**src/rtl/lm_pkg.sv**
```systemverilog
package lm_pkg;
  localparam int WORD_BASIC   = 1;
  localparam int WORD_DETAIL  = 17;
  localparam int BASIC_LINK   = 2;
  localparam int DET_LINK     = 0;
  localparam int DET_EARLYEND = 5;
  localparam int DET_LOCKERR  = 9;
endpackage

```
**src/rtl/lm_qualifier.sv**
```systemverilog
module lm_qualifier #(
  parameter int QUAL_CYCLES = 16
) (
  input  logic clk,
  input  logic rst,
  input  logic sig_ok_i,
  input  logic lock_i,
  output logic link_o,
  output logic err_o
);
  localparam int CNT_W = $clog2(QUAL_CYCLES + 1);
  localparam logic [CNT_W-1:0] CNT_MAX = CNT_W'(QUAL_CYCLES);

  logic             fault;
  logic [CNT_W-1:0] cnt_q, cnt_nxt;

  assign fault = !sig_ok_i || !lock_i;

  always_comb begin
    if (cnt_q == CNT_MAX) cnt_nxt = cnt_q;
    else                  cnt_nxt = cnt_q + CNT_W'(1);
  end

  always_ff @(posedge clk) begin
    if (rst) begin
      cnt_q  <= '0;
      link_o <= 1'b0;
      err_o  <= 1'b0;
    end else begin
      err_o <= fault;
      if (fault) begin
        cnt_q  <= '0;
        link_o <= 1'b0;
      end else begin
        cnt_q  <= cnt_nxt;
        link_o <= (cnt_nxt == CNT_MAX);
      end
    end
  end

  assert_err_raise_R1: assert property (@(posedge clk) disable iff (rst)
    fault |=> err_o);
  assert_err_drop_R1: assert property (@(posedge clk) disable iff (rst)
    !fault |=> !err_o);
  assert_fault_drops_link_R3: assert property (@(posedge clk) disable iff (rst)
    fault |=> !link_o);
  assert_rise_needs_good_R2: assert property (@(posedge clk) disable iff (rst)
    (!link_o && cnt_q != CNT_MAX - CNT_W'(1)) |=> !link_o);
endmodule

```
**src/rtl/lm_latch.sv**
```systemverilog
module lm_latch #(
  parameter bit LATCH_LOW = 1'b0
) (
  input  logic clk,
  input  logic rst,
  input  logic cond_i,
  input  logic clr_i,
  output logic q_o
);
  generate
    if (LATCH_LOW) begin : g_low
      always_ff @(posedge clk) begin
        if (rst) q_o <= 1'b0;
        else     q_o <= cond_i && (q_o || clr_i);
      end
      assert_low_sticky_R6: assert property (@(posedge clk) disable iff (rst)
        (!q_o && !clr_i) |=> !q_o);
      assert_low_follows_R6: assert property (@(posedge clk) disable iff (rst)
        !cond_i |=> !q_o);
    end else begin : g_high
      always_ff @(posedge clk) begin
        if (rst) q_o <= 1'b0;
        else     q_o <= cond_i || (q_o && !clr_i);
      end
      assert_high_set_R7: assert property (@(posedge clk) disable iff (rst)
        cond_i |=> q_o);
      assert_high_sticky_R4: assert property (@(posedge clk) disable iff (rst)
        (q_o && !clr_i) |=> q_o);
    end
  endgenerate
endmodule

```
**src/rtl/lm_readport.sv**
```systemverilog
module lm_readport #(
  parameter int ADDR_W = 5,
  parameter int DATA_W = 16
) (
  input  logic              clk,
  input  logic              rst,
  input  logic              rd_en_i,
  input  logic [ADDR_W-1:0] rd_addr_i,
  input  logic [DATA_W-1:0] basic_word_i,
  input  logic [DATA_W-1:0] detail_word_i,
  output logic [DATA_W-1:0] rd_data_o
);
  import lm_pkg::*;

  logic [DATA_W-1:0] sel;

  always_comb begin
    if (rd_addr_i == ADDR_W'(WORD_BASIC))       sel = basic_word_i;
    else if (rd_addr_i == ADDR_W'(WORD_DETAIL)) sel = detail_word_i;
    else                                        sel = '0;
  end

  always_ff @(posedge clk) begin
    if (rst)          rd_data_o <= '0;
    else if (rd_en_i) rd_data_o <= sel;
  end

  assert_rdata_hold_R8: assert property (@(posedge clk) disable iff (rst)
    !rd_en_i |=> $stable(rd_data_o));
endmodule

```
**src/rtl/link_monitor.sv**
```systemverilog
module link_monitor #(
  parameter int QUAL_CYCLES = 16,
  parameter int ADDR_W      = 5,
  parameter int DATA_W      = 16
) (
  input  logic              clk,
  input  logic              rst,
  input  logic              sig_detect_i,
  input  logic              pll_locked_i,
  input  logic              early_end_i,
  input  logic              rd_en_i,
  input  logic [ADDR_W-1:0] rd_addr_i,
  output logic [DATA_W-1:0] rd_data_o,
  output logic              rx_chan_err_o,
  output logic              link_up_o
);
  import lm_pkg::*;

  logic clr_basic, clr_detail;
  logic basic_link_q, lock_err_q, early_end_q;
  logic [DATA_W-1:0] basic_word, detail_word;

  assign clr_basic  = rd_en_i && (rd_addr_i == ADDR_W'(WORD_BASIC));
  assign clr_detail = rd_en_i && (rd_addr_i == ADDR_W'(WORD_DETAIL));

  lm_qualifier #(.QUAL_CYCLES(QUAL_CYCLES)) u_qual (
    .clk(clk), .rst(rst), .sig_ok_i(sig_detect_i), .lock_i(pll_locked_i),
    .link_o(link_up_o), .err_o(rx_chan_err_o)
  );

  lm_latch #(.LATCH_LOW(1'b1)) u_basic_link (
    .clk(clk), .rst(rst), .cond_i(link_up_o), .clr_i(clr_basic),
    .q_o(basic_link_q)
  );

  lm_latch #(.LATCH_LOW(1'b0)) u_lock_err (
    .clk(clk), .rst(rst), .cond_i(!pll_locked_i), .clr_i(clr_detail),
    .q_o(lock_err_q)
  );

  lm_latch #(.LATCH_LOW(1'b0)) u_early_end (
    .clk(clk), .rst(rst), .cond_i(early_end_i), .clr_i(clr_detail),
    .q_o(early_end_q)
  );

  always_comb begin
    basic_word               = '0;
    basic_word[BASIC_LINK]   = basic_link_q;
    detail_word              = '0;
    detail_word[DET_LINK]    = link_up_o;
    detail_word[DET_EARLYEND] = early_end_q;
    detail_word[DET_LOCKERR] = lock_err_q;
  end

  lm_readport #(.ADDR_W(ADDR_W), .DATA_W(DATA_W)) u_rd (
    .clk(clk), .rst(rst), .rd_en_i(rd_en_i), .rd_addr_i(rd_addr_i),
    .basic_word_i(basic_word), .detail_word_i(detail_word),
    .rd_data_o(rd_data_o)
  );

  assert_basic_read_keeps_detail_R9: assert property (@(posedge clk) disable iff (rst)
    (clr_basic && lock_err_q) |=> lock_err_q);
endmodule

```
**config.mk**
```make
export PLATFORM = sky130hd
export DESIGN_NAME = link_monitor
export DESIGN_NICKNAME = d
export VERILOG_FILES = /design/src/rtl/lm_pkg.sv /design/src/rtl/lm_qualifier.sv /design/src/rtl/lm_latch.sv /design/src/rtl/lm_readport.sv /design/src/rtl/link_monitor.sv
export SDC_FILE = /design/constraint.sdc
export NUM_CORES = 1
export LEC_CHECK = 0
export ABC_AREA = 1
export BUFFER_PORTS_ARGS = -buffer_cell sky130_fd_sc_hd__buf_4
export CORE_AREA = 2 2 41 43
export CTS_CLUSTER_SIZE = 10
export DETAILED_ROUTE_END_ITERATION = 10
export DIE_AREA = 0 0 43 45
export MAX_ROUTING_LAYER = met4
export PLACE_DENSITY = 0.79
export SLEW_MARGIN = 15
export SYNTH_ARGS = -nofsm -noshare
export SYNTH_HDL_FRONTEND = slang
export SYNTH_SLANG_ARGS = --single-unit
```
**constraint.sdc**
```tcl
create_clock -name clk -period 2.14 [get_ports clk]
set_input_delay 0.428 -clock clk [delete_from_list [all_inputs] [get_ports clk]]
set_output_delay 0.428 -clock clk [all_outputs]
set_load 0.02 [all_outputs]
```
==> reports/qor.txt <==
Skew final -> 0.00726 ns
Total GRT Usage -> 15.2%
Unique masters post-synth -> 15
Max Cap Violations -> 0
CP Class -> register to register
I/O pin count -> 29
Layout cells sized above 1 -> 20.5%
H-tree depth -> 1
CP delay by family, top -> flip-flops
Status -> complete, no violations
CP max stage cell -> dfxtp_1
Number of clock sinks -> 14
Initial antenna violation count -> 0
Final slew viol count -> 0
Ant. Diodes -> 0
Startpoint types -> register
Via Count -> 603
Synth top area share -> 39.9%
Setup tns final -> 0 ns
Fin crit period -> 1.22 ns
Final core occ -> 56.4%
Initial DRC count -> 13
Hold Crit Class -> primary input to register
First-pass GRT wire length -> 2030 um
Nets -> 131
Total die area -> 0.00194 mm^2
Peak Freq -> 820 MHz
Vias/cell -> 4.53
CTS tree -> built
Yosys warnings -> 0
CP Cell Sequence -> inv_1 > ha_1 > nand2_1 > inv_1 > nand2_1 > nand2_1 > nand2_1 > nor2_2 > nand2_1 > nor2_2
Setup Buffers After CTS -> 0
Worst skew pair latency -> 0.28 ns
Final Hold Viols -> 0
Final antenna-violating net count -> 0
Vias in the first global route -> 534
Die Wd -> 43 um
Tcrit/Tclk final -> 57.0%
Crit end category -> register
Leakage -> 0.410 nW
IO buf count -> 16
Syn-to-layout area delta -> 18.2%
Largest net degree at the start of global routing -> 9
CTS root buffer -> clkbuf_4
Cell accounting for the most synthesized area -> dfxtp_1
First-pass iteration count of the detailed router -> 4
Core Rows -> 14
Total CTS buffers -> 3
Seq cells post-synth -> 14
Worst path most repeated cell -> nand2_1
Initial Util -> 47.7%
Post-CTS Hold Fix Bufs -> 0
Synth area leaders -> dfxtp_1, buf_4, nand2_1
Drt drc -> 0
Sequential-to-total area share from yosys stat -> 39.9%
CTS-repair resized insts -> 0
Core Footprint -> 0.00147 mm^2
Mapped Area -> 702 um^2
CTS clock-pin slew for the worst setup and hold paths -> 0.09 ns
GP Congestion -> 0.756
Remaining Overflow, GRT -> 0
WL/cell -> 9.32 um
RSZ-0062 raised after global routing -> no
Required @ worst endpoint -> 2.32 ns
Post-Syn Instances -> 98
Synth Area per Inst -> 7.16 um^2
DIE HEIGHT -> 45 um
Final HPWL DP -> 1000 um
Max clock buf depth -> 2
Worst vdd ir -> 0.000383 V
Crit path largest cell delay -> 0.40 ns
Post-Route WL -> 1240 um
Endpoints failing setup -> 0
WP data arrival -> 1.40 ns
CP bufs+invs -> 2
Hold slack -> 0.336 ns
Crit-path max FO -> 5
PwrDens -> 619 mW/mm^2
[sequential cells by signal, summed over array words and instances (netlist names)]
name,flops
u_qual.cnt_q,5
u_rd.rd_data_o,4
u_basic_link.q_o,1
u_early_end.q_o,1
u_lock_err.q_o,1
u_qual.err_o,1
u_qual.link_o,1
[layer usage]
layer  track usage (%)  vias to the layer above  part of all wire (%)
li1                  -                      314                     -
met1              14.1                      259                    39
met2              26.7                       28                    49
met3              6.00                        2                    11
met4              9.09                        0                   1.5
met5                 -                        -                     0
[through the flow]
step                setup WS (ns)  cells  power [mW]  area [um^2]
floorplan                    1.03    109       0.325          743
global placement            0.960    129       0.330          793
detailed placement          0.927    129       0.331          793
CTS                         0.915    133       0.523          830
global route                0.808    133       0.541          830
finish                      0.921    133       0.513          830
[cell families (layout without fill, tap and decap cells)]
| family | Yosys count | in the layout | synth area share [%] |
|---|---|---|---|
| DFF | 14 | 14 | 39.9 |
| buffers and inverters | 27 | 35 | 20.9 |
| and+or+nand+nor | 44 | 44 | 28.0 |
| other | 1 | 12 | 0.534 |
| adders and majority gates | 2 | 2 | 3.56 |
| AOI/OAI and AO/OA | 10 | 10 | 7.13 |
[area by class of cell]
| type | instances | area, um^2 |
|---|---|---|
| Multi-Input combinational cell | 68 | 317 |
| Inverter | 15 | 56.3 |
| Tap cell | 16 | 20.0 |
| Clock buffer | 4 | 36.3 |
| Sequential cell | 14 | 280 |
| Timing Repair Buffer | 16 | 120 |
| Fill cell | 153 | 642 |
[where the power goes]
part           internal, mW  switching (mW)
sequential            0.265         0.00300
combinational        0.0194          0.0376
clock                 0.104          0.0845
total                 0.388           0.125
[placed cells by master (no fill, tap or decap)]
master,synthesis,layout
a21oi_1,9,9
buf_4,12,16
clkbuf_4,0,3
clkbuf_8,0,1
conb_1,1,12
dfxtp_1,14,14
ha_1,2,2
inv_1,15,15
nand2_1,23,23
nand3_1,7,7
nand3_2,1,1
nand4_1,1,1
nor2_1,8,8
nor2_2,2,2
nor2_4,1,1
nor3_1,1,1
o21ai_0,1,1
[cell usage after synthesis]
cell type and n:
nand2_1 23, nand3_1 7, nor2_2 2, nor2_1 8, dfxtp_1 14, nor3_1 1, nand3_2 1, nor2_4 1
conb_1 1, ha_1 2, a21oi_1 9, o21ai_0 1, nand4_1 1, buf_4 12, inv_1 15
[worst paths after layout]
check | start | end | slack [ns] | cells after the start
max | u_qual.cnt_q[0]$_SDFF_PP0_ | u_qual.link_o$_SDFF_PP0_ | 0.92 | 10
max reg2reg | u_qual.cnt_q[0]$_SDFF_PP0_ | u_qual.link_o$_SDFF_PP0_ | 0.92 | 10
min reg2reg | u_basic_link.q_o$_SDFF_PP0_ | u_basic_link.q_o$_SDFF_PP0_ | 0.46 | 2
min | pll_locked_i | u_qual.err_o$_SDFF_PP0_ | 0.34 | 2
No activity file was read; power rests on OpenSTA's default activity.
